--- src/rtl/pm_pkg.sv ---
package pm_pkg;

  typedef enum logic [1:0] {
    SEL_LOF_EDGE = 2'b00,
    SEL_BOTH     = 2'b01,
    SEL_FIRST    = 2'b10,
    SEL_SECOND   = 2'b11
  } evt_sel_t;

endpackage

--- src/rtl/pm_rst_sync.sv ---
module pm_rst_sync #(
  parameter int STAGES = 2
) (
  input  logic clk,
  input  logic rst_n,
  output logic rst_sn
);

  logic [STAGES-1:0] sync_q;

  always_ff @(posedge clk or negedge rst_n) begin
    if (!rst_n) sync_q <= '0;
    else        sync_q <= {sync_q[STAGES-2:0], 1'b1};
  end

  assign rst_sn = sync_q[STAGES-1];

endmodule

--- src/rtl/pm_event_sel.sv ---
module pm_event_sel
  import pm_pkg::*;
#(
  parameter int ERR_W = 5,
  parameter int FAS_W = 4,
  parameter int INC_W = 6
) (
  input  logic             clk,
  input  logic             rst_sn,
  input  logic             mode_e3,
  input  logic [1:0]       evt_sel,
  input  logic             cnt_in_lof,
  input  logic             lof,
  input  logic             frm_stb,
  input  logic [ERR_W-1:0] f_errs,
  input  logic [ERR_W-1:0] m_errs,
  input  logic [FAS_W-1:0] fas_bit_errs,
  input  logic             fas_word_err,
  input  logic [1:0]       par_rx,
  input  logic             par_calc,
  output logic [INC_W-1:0] frm_inc,
  output logic             par_inc,
  output logic             lof_d1
);

  logic lof_q;
  logic lof_q_nx;
  logic lof_rise;
  logic err_ok;
  logic par_bad;

  // next state of the loss-of-frame history
  always_comb begin
    lof_q_nx = lof;
  end

  always_ff @(posedge clk or negedge rst_sn) begin
    if (!rst_sn) lof_q <= 1'b0;
    else         lof_q <= lof_q_nx;
  end

  assign lof_d1   = lof_q;
  assign lof_rise = lof & ~lof_q;
  assign err_ok   = frm_stb & (~lof | cnt_in_lof);
  assign par_bad  = (par_rx[0] ^ par_rx[1]) | (par_rx[0] ^ par_calc);

  always_comb begin
    frm_inc = '0;
    unique case (evt_sel_t'(evt_sel))
      SEL_LOF_EDGE: frm_inc = INC_W'(lof_rise);
      SEL_BOTH: begin
        if (err_ok) begin
          if (mode_e3) frm_inc = INC_W'(fas_bit_errs);
          else         frm_inc = INC_W'(f_errs) + INC_W'(m_errs);
        end
      end
      SEL_FIRST: begin
        if (err_ok) begin
          if (mode_e3) frm_inc = INC_W'(fas_word_err);
          else         frm_inc = INC_W'(f_errs);
        end
      end
      SEL_SECOND: begin
        if (err_ok && !mode_e3) frm_inc = INC_W'(m_errs);
      end
      default: frm_inc = '0;
    endcase
  end

  assign par_inc = err_ok & ~mode_e3 & par_bad;

endmodule

--- src/rtl/pm_sat_cnt.sv ---
module pm_sat_cnt #(
  parameter int CW    = 16,
  parameter int INC_W = 6
) (
  input  logic             clk,
  input  logic             rst_sn,
  input  logic             clr,
  input  logic [INC_W-1:0] inc,
  output logic [CW-1:0]    cnt
);

  localparam logic [CW:0] MAX_EXT = {1'b0, {CW{1'b1}}};

  logic [CW-1:0] cnt_q;
  logic [CW-1:0] cnt_nx;
  logic [CW:0]   base;
  logic [CW:0]   sum;
  logic          cnt_en;

  always_comb begin
    base   = clr ? '0 : {1'b0, cnt_q};
    sum    = base + (CW + 1)'(inc);
    cnt_nx = (sum > MAX_EXT) ? MAX_EXT[CW-1:0] : sum[CW-1:0];
    cnt_en = clr | (|inc);
  end

  always_ff @(posedge clk or negedge rst_sn) begin
    if (!rst_sn)     cnt_q <= '0;
    else if (cnt_en) cnt_q <= cnt_nx;
  end

  assign cnt = cnt_q;

endmodule

--- src/rtl/pm_snap.sv ---
module pm_snap #(
  parameter int CW    = 16,
  parameter int NCNT  = 2,
  parameter int SEL_W = 2
) (
  input  logic                 clk,
  input  logic                 rst_sn,
  input  logic                 latch,
  input  logic [NCNT*CW-1:0]   live,
  input  logic [SEL_W-1:0]     rd_sel,
  output logic [NCNT*CW-1:0]   held,
  output logic [7:0]           rd_data
);

  localparam int OFF_W = SEL_W + 3;

  logic [NCNT*CW-1:0] held_q;
  logic [NCNT*CW-1:0] held_nx;
  logic [OFF_W-1:0]   offs;

  always_comb begin
    held_nx = live;
  end

  always_ff @(posedge clk or negedge rst_sn) begin
    if (!rst_sn)    held_q <= '0;
    else if (latch) held_q <= held_nx;
  end

  assign offs    = {rd_sel, 3'b000};
  assign rd_data = held_q[offs +: 8];
  assign held    = held_q;

endmodule

--- src/rtl/pm_err_counters.sv ---
module pm_err_counters
  import pm_pkg::*;
#(
  parameter int CW    = 16,
  parameter int ERR_W = 5,
  parameter int FAS_W = 4
) (
  input  logic             clk,
  input  logic             rst_n,
  input  logic             mode_e3,
  input  logic [1:0]       evt_sel,
  input  logic             cnt_in_lof,
  input  logic             lof,
  input  logic             frm_stb,
  input  logic [ERR_W-1:0] f_errs,
  input  logic [ERR_W-1:0] m_errs,
  input  logic [FAS_W-1:0] fas_bit_errs,
  input  logic             fas_word_err,
  input  logic [1:0]       par_rx,
  input  logic             par_calc,
  input  logic             latch,
  input  logic [1:0]       rd_sel,
  output logic [7:0]       rd_data
);

  localparam int NCNT  = 2;
  localparam int INC_W = (ERR_W + 1 > FAS_W) ? ERR_W + 1 : FAS_W;
  localparam int SEL_W = $clog2(NCNT * CW / 8);

  logic                       rst_sn;
  logic [INC_W-1:0]           frm_inc;
  logic                       par_inc;
  logic                       lof_d1;
  logic [NCNT-1:0][INC_W-1:0] inc_v;
  logic [NCNT*CW-1:0]         live_flat;
  logic [NCNT*CW-1:0]         held_flat;
  logic [CW-1:0]              frm_live;
  logic [CW-1:0]              par_live;
  logic [CW-1:0]              frm_hold;
  logic [CW-1:0]              par_hold;

  pm_rst_sync #(.STAGES(2)) u_rst (
    .clk    (clk),
    .rst_n  (rst_n),
    .rst_sn (rst_sn)
  );

  pm_event_sel #(.ERR_W(ERR_W), .FAS_W(FAS_W), .INC_W(INC_W)) u_sel (
    .clk          (clk),
    .rst_sn       (rst_sn),
    .mode_e3      (mode_e3),
    .evt_sel      (evt_sel),
    .cnt_in_lof   (cnt_in_lof),
    .lof          (lof),
    .frm_stb      (frm_stb),
    .f_errs       (f_errs),
    .m_errs       (m_errs),
    .fas_bit_errs (fas_bit_errs),
    .fas_word_err (fas_word_err),
    .par_rx       (par_rx),
    .par_calc     (par_calc),
    .frm_inc      (frm_inc),
    .par_inc      (par_inc),
    .lof_d1       (lof_d1)
  );

  assign inc_v[0] = frm_inc;
  assign inc_v[1] = INC_W'(par_inc);

  for (genvar gi = 0; gi < NCNT; gi++) begin : g_cnt
    pm_sat_cnt #(.CW(CW), .INC_W(INC_W)) u_cnt (
      .clk    (clk),
      .rst_sn (rst_sn),
      .clr    (latch),
      .inc    (inc_v[gi]),
      .cnt    (live_flat[gi*CW +: CW])
    );
  end

  pm_snap #(.CW(CW), .NCNT(NCNT), .SEL_W(SEL_W)) u_snap (
    .clk     (clk),
    .rst_sn  (rst_sn),
    .latch   (latch),
    .live    (live_flat),
    .rd_sel  (SEL_W'(rd_sel)),
    .held    (held_flat),
    .rd_data (rd_data)
  );

  assign frm_live = live_flat[0 +: CW];
  assign par_live = live_flat[CW +: CW];
  assign frm_hold = held_flat[0 +: CW];
  assign par_hold = held_flat[CW +: CW];

endmodule

--- config.mk ---
export PLATFORM = sky130hd
export DESIGN_NAME = pm_err_counters
export DESIGN_NICKNAME = d
export VERILOG_FILES = /design/src/rtl/pm_pkg.sv /design/src/rtl/pm_rst_sync.sv /design/src/rtl/pm_event_sel.sv /design/src/rtl/pm_sat_cnt.sv /design/src/rtl/pm_snap.sv /design/src/rtl/pm_err_counters.sv
export SDC_FILE = /design/constraint.sdc
export NUM_CORES = 1
export LEC_CHECK = 0
export CORE_MARGIN = 10
export CORE_UTILIZATION = 54
export CTS_CLUSTER_DIAMETER = 100
export DETAILED_ROUTE_END_ITERATION = 12
export HOLD_SLACK_MARGIN = 0.12
export PLACE_DENSITY = 0.78
export RECOVER_POWER = 50
export SYNTH_ARGS = -nofsm -noshare
export SYNTH_HDL_FRONTEND = slang
export SYNTH_HIERARCHICAL = 1
export SYNTH_SLANG_ARGS = --single-unit
--- constraint.sdc ---
create_clock -name clk -period 3.8 [get_ports clk]
set_input_delay 0.38 -clock clk [delete_from_list [all_inputs] [get_ports clk]]
set_output_delay 0.38 -clock clk [all_outputs]
set_load 0.005 [all_outputs]
### After elaboration in Yosys (flattened, before gate mapping)

Cells that the tools add are included.
Widths: inputs -> output; s select.

| storage, ports and cells | value |
|---|---|
| word-level logic and storage cells | 41 |
| latch bits | 0 |
| memories | 0 |
| memory bits (read-only) | 0 |
| memory bits (writable) | 0 |
| bits in registers | 67 |
| bits of input ports | 29 |
| output and inout bits | 8 |

| operators by class | value |
|---|---|
| reductions and logical operators | 4 |
| multiply operators | 0 |
| magnitude comparators | 2 |
| shift-type cells | 1 |
| $add $sub $neg | 3 |
| bitwise operators | 13 |
| eq/ne operators | 3 |
| mux-type cells | 10 |
| div/mod/pow operators | 0 |

Operators by type and width:

| operator | number |
|---|---|
| $mux 16 | 4 |
| $gt 17x16->1 const B | 2 |
| $shiftx 32x6->8 | 1 |
| $pmux 6 s4 | 1 |
| $mux 6 | 3 |
| $add 17x1->17 | 1 |
| $add 17x6->17 | 1 |
| $mux 5 | 2 |
| $add 5x5->6 | 1 |
| $reduce_or 6->1 | 1 |
| $and 1x1->1 | 4 |
| $eq 2x2->1 const B | 2 |
| $or 1x1->1 | 4 |
| $not 1->1 | 3 |
| $eq 2x1->1 const B | 1 |
| $logic_not 2->1 | 1 |
| $xor 1x1->1 | 2 |
| $logic_and 1x1->1 | 1 |
| $logic_not 1->1 | 1 |

### Depth between registers and ports, before layout

| logic depth | value |
|---|---|
| depth in word-level cells | 9 |
| gate-level depth with buffers | 13 |
| mapped depth without buffers | 13 |

### By module

Netlist, hierarchy kept.

Modules (own cells, without submodules):

| module | cells each | area an instance (µm²) | seq. area each (µm²) | times used |
|---|---|---|---|---|
| pm_snap | 78 | 1411.4 | 800.8 | 1 |
| pm_sat_cnt at g_cnt[0].u_cnt | 150 | 1256.2 | 400.4 | 1 |
| pm_sat_cnt at g_cnt[1].u_cnt | 135 | 1253.7 | 400.4 | 1 |
| pm_event_sel | 57 | 444.2 | 25.0 | 1 |
| pm_rst_sync | 3 | 53.8 | 50.0 | 1 |
| pm_err_counters | 1 | 3.8 | 0.0 | 1 |

### Worst setup path before layout

No wires, ideal clock.

| timing path | value |
|---|---|
| path type | input to register |
| start | input port f_errs[0] |
| end | register g_cnt[0].u_cnt.cnt_q[14] |
| arrival | 3046 ps |
| data required time | 3680 ps |
| library setup time | 120 ps |
| path buffers | 0 |
| stages on the path | 13 |
| slack | 633 ps |
| path through | ha_1 inv_1 fa_1 nor2_1 a21oi_1 o22ai_1 inv_1 fa_1 nor2b_1 o31ai_2 a2111oi_2 a311oi_1 a41o_1 |

| between the ends | value |
|---|---|
| cells in the longest elaborated chain, start to end | 7 |
| elaborated cells on any way between the ends | 11 |
| those cells by class | add/sub: 2; order compare: 1; mux: 6; bitwise: 1; reduce/logical: 1 |

RTL lines:

| item | RTL line | text |
|---|---|---|
| from (decl) | pm_err_counters.sv:15 | `input logic [ERR_W-1:0] f_errs,` |
| $add 5x5->6 (*) | pm_event_sel.sv:54 | `else frm_inc = INC_W'(f_errs) + INC_W'(m_errs);` |
| $mux 6 (*) | pm_event_sel.sv:53 | `if (mode_e3) frm_inc = INC_W'(fas_bit_errs);` |
| $mux 6 (*) | pm_event_sel.sv:52 | `if (err_ok) begin` |
| $pmux 6 s4 (*) | pm_event_sel.sv:49 | `unique case (evt_sel_t'(evt_sel))` |
| net frm_inc[1] | pm_err_counters.sv:31 | `logic [INC_W-1:0] frm_inc;` |
| $add 17x6->17 | pm_sat_cnt.sv:22 | `sum = base + (CW + 1)'(inc);` |
| $gt 17x16->1 | pm_sat_cnt.sv:23 | `cnt_nx = (sum > MAX_EXT) ? MAX_EXT[CW-1:0] : sum[CW-1:0];` |
| $mux 16 | pm_sat_cnt.sv:23 |  |
| to (signal assigned) | pm_sat_cnt.sv:29 | `else if (cnt_en) cnt_q <= cnt_nx;` |
| to (decl) | pm_sat_cnt.sv:14 | `logic [CW-1:0] cnt_q;` |

The timed path passes the listed nets; every way through them passes the cells marked *.
A chain may end at the register's enable or synchronous reset.

### Worst setup path after layout

| timing path | value |
|---|---|
| start | input port latch |
| end | register g_cnt[1].u_cnt.cnt_q[10] |

| between the ends | value |
|---|---|
| cells in the longest elaborated chain, start to end | 4 |
| elaborated cells on any way between the ends | 5 |
| those cells by class | add/sub: 1; order compare: 1; mux: 2; bitwise: 1 |

RTL lines:

| item | RTL line | text |
|---|---|---|
| from (decl) | pm_err_counters.sv:21 | `input logic latch,` |
| $mux 16 | pm_sat_cnt.sv:21 | `base = clr ? '0 : {1'b0, cnt_q};` |
| $add 17x1->17 | pm_sat_cnt.sv:22 |  |
| $gt 17x16->1 | pm_sat_cnt.sv:23 |  |
| $mux 16 | pm_sat_cnt.sv:23 |  |
| to (signal assigned) | pm_sat_cnt.sv:29 |  |
| to (decl) | pm_sat_cnt.sv:14 |  |

Parallel ways exist; a longest one is shown, timed or not.

==> key figures <==
Global routing
  – Largest net degree at the start of global routing: 39
  – Initial antenna violation count: 0
  – Total global routing overflow: 0
  – First-pass GRT wire length: 17900 µm
  – Combined global-route utilization of all metal layers: 17.1%
  – Via count of the first global-routing pass: 3596

Routing
  – Post-DR wirelength/cell: 17.8 µm
  – Number of search-and-repair iterations in the first detailed-routing pass: 4
  – DR iter-0 viols: 146
  – Total via count after detailed routing: 3487
  – DR vias/cell: 6.01
  – Remaining DRCs: 0
  – Aggregate routed wire length: 10300 µm
  – Post-DRT Antenna Nets: 0

STA
  – Max-slew violation total from the final report: 34
  – Ratio of final minimum period to clock period: 92.7%
  – Slew at the pin closest to its max-slew limit: 1.76 ns
  – Worst Hold Slack: 0.255 ns
  – Crit path time final: 3.52 ns
  – Min setup slack post-route: 0.278 ns
  – Setup repair after global routing missed its margin: false
  – Relative slew slack: -17.6%
  – Maximum clock frequency: 284 MHz
  – Sum of negative setup slack: 0 ns
  – Final setup fails: 0
  – Worst-case clock skew: 0.00995 ns
  – Number of hold violations in the final report: 0

Critical path
  – Type of element launching the critical path: input pin
  – R2R cell count: 10
  – Critical path origin: latch
  – Reg-to-reg setup timing slack: 0.73 ns
  – Crit path top cell by count: sky130_fd_sc_hd__clkbuf_1
  – Signal arrival time at the worst endpoint: 3.70 ns
  – CP max stage delay: 0.98 ns
  – Worst flop-to-flop path endpoint: g_cnt[0].u_cnt/cnt[9]
  – Launch point of the worst reg-to-reg path: u_sel/lof_d1
  – Maximum fanout along the worst path: 25
  – Cell Chain, Critical Path: clkbuf_1 > clkbuf_1 > nor2b_1 > ha_1 > inv_1 > fa_1 > and2b_1 > o2111a_1 > o21ai_2 > nand2_2 > o2bb2ai_1
  – Critical path start-end classification: in2reg
  – Endpoint type of the worst setup path: flip-flop
  – Slowest stage cell, crit path: sky130_fd_sc_hd__clkbuf_1
  – Worst path required time: 3.98 ns
  – Worst setup path endpoint: g_cnt[1].u_cnt/cnt[10]

Cells and area
  – Most frequent cells in the layout: sky130_fd_sc_hd__dfrtp_1, sky130_fd_sc_hd__nor2_1, sky130_fd_sc_hd__clkdlybuf4s50_1
  – Nets: 522
  – Most frequent standard cell in the layout excluding fill and tap cells: sky130_fd_sc_hd__dfrtp_1
  – Number of diodes added for antenna fixing: 0
  – Final non-filler cell area: 5070 µm²
  – Share of post-route cells with drive strength above 1: 17.2%
  – Area overhead of the layout relative to synthesis: 14.6%

Floorplanning
  – Cell Rows: 32
  – Die footprint: 12200 µm²
  – Die boundary height: 111 µm
  – Starting density of the core: 56.4%
  – Die Span X: 111 µm
  – Core outline area: 7850 µm²
  – Top-level I/O count: 37

Synthesis
  – Synthesized flop and latch total: 67
  – Dominant combinational cell family by area after synthesis: compound AO/OA/AOI/OAI gates
  – Synthesized-area fraction occupied by ao, oa, aoi and oai cells: 16.7%
  – Adder-cell share of the synthesized area: 6.17%
  – Mean instance size in the synthesized netlist: 10.4 µm²
  – Cell variety after synth: 78
  – Xor/xnor share of the synthesized area: 1.98%
  – Cells after synthesis: 424
  – Simple-gate area share of the yosys netlist: 16.7%
  – Post-synthesis async set-or-reset flop share: 100%
  – Post-synth top flop: sky130_fd_sc_hd__dfrtp_1
  – Number of warnings reported in the yosys synthesis log: 6
  – Number of enable-type register cells in the synthesized netlist: 0
  – Synthesized area: 4420 µm²
  – Sequential fraction of the synthesis area: 37.9%
  – Mux contribution to synthesized area: 15.4%

Clock network
  – Number of buffers inserted during clock tree synthesis: 9
  – # Post-CTS Setup Buffers: 0
  – Worst-case clock buffer depth: 2
  – TritonCTS clock tree: built
  – H-tree levels: 3
  – CTS resizes: 0
  – Hold buffer count at CTS: 0
  – TritonCTS sink count: 67
  – Cell at the root of the clock tree: sky130_fd_sc_hd__clkbuf_8
  – Clock-pin slew on the worst setup and hold paths: 0.08 ns
  – Skew-Pair Late Insertion Delay: 0.34 ns

Power
  – Worst-case vdd ir drop: 0.305 mV
  – Overall Power: 2.09 mW
  – Leak pwr: 2.19 nW
  – Pwr per Cell Area: 413 nW/µm²

Placement
  – Routability cong.: 0.902
  – Detailed Place HPWL: 7760 µm
  – Port Buf Inserts: 36
  – DP Area: 4860 µm²
  – Post-Place Worst Slack: 0.0155 ns

Status
  – Status: complete, but fails checks
  – Violations in the final reports: max-capacitance violations, max-slew violations

Min path
  – Path type of the worst min-delay path: in2async

Run
  – Max-capacitance violation count: 1
## layout make-up
class	count	area [µm²]
flip-flops and latches	67	1680
clock inverters	4	75.1
repair buffers	45	414
fillers	666	2780
inverters	19	71.3
multi-input cells	331	2560
clock buffers	12	145
well taps	102	128
## cell families (layout without fill, tap and decap cells)
logic type                 Yosys count  after routing
and+or+nand+nor                    133            133
AOI/OAI and AO/OA                  103            103
DFF                                 67             67
muxes                               53             53
buffers and inverters               36             80
adders and majority gates           20             20
xor gates and xnor gates            10             10
other                                2             12
## Yosys cell counts, drive strengths merged (5+ instances only)
cell type | instances | area share, %
a21oi | 19 | 2.2
buf | 7 | 1.6
mux4 | 8 | 4.1
nor2 | 39 | 3.3
nor4 | 5 | 1.2
mux2 | 33 | 8.6
nand3 | 9 | 1.0
nand2 | 20 | 1.8
inv | 18 | 1.5
nor2b | 13 | 1.8
o211ai | 5 | 0.85
o21ai | 16 | 1.9
a31oi | 15 | 2.1
dfrtp | 67 | 38
nand4 | 6 | 1.3
nor3 | 19 | 2.1
clkbuf | 10 | 1.8
mux2i | 12 | 2.7
a211oi | 8 | 1.6
xor2 | 6 | 1.2
ha | 17 | 4.8
## report_power, final
part           internal (mW)  total [mW]  switching, mW
sequential             0.816       0.905         0.0894
combinational          0.273       0.534          0.261
clock                  0.388       0.655          0.268
total                   1.48        2.09          0.618
## how the worst min path moves through the flow
stage / cells past startpoint / end / from / slack [ns]
final: 1 / u_rst/sync_q[1] / rst_n / 0.25
after detailed placement: 0 / u_snap/held[30] / u_rst/sync_q[1] / 0.34
after global placement: 0 / u_snap/held[31] / u_rst/sync_q[1] / 0.34
after floorplan: 0 / u_rst/sync_q[0] / rst_n / 0.08
after CTS: 1 / u_rst/sync_q[0] / rst_n / 0.17
after global routing: 1 / u_rst/sync_q[1] / rst_n / 0.24
## registers in the layout (all words and copies together) (netlist names)
signal	cells
g_cnt.u_cnt/cnt	32
u_rst/sync_q	2
u_sel/lof_d1	1
u_snap/held	32
## critical path: cells and delay by family
family,cells,cell delay [ns]
compound gates,3,0.72
simple gates,3,0.47
buf+inv,3,1.64
fa+ha+maj,2,0.48
## layer usage
layer  up-vias  global-route usage (%)  routed length [µm]
li1       1672                       -                   -
met2        71                    29.5                5270
met5         -                       0                   0
met1      1730                    21.0                4600
met3        14                    3.73                 326
met4         0                    4.75                 121
## per-stage QoR
step                instances  util, %
floorplan                 434        -
global placement          564     62.0
detailed placement        564     62.0
CTS                       580     64.8
global route              580     64.6
finish                    580     64.6
Note: power is estimated with default switching activity, not from simulation.
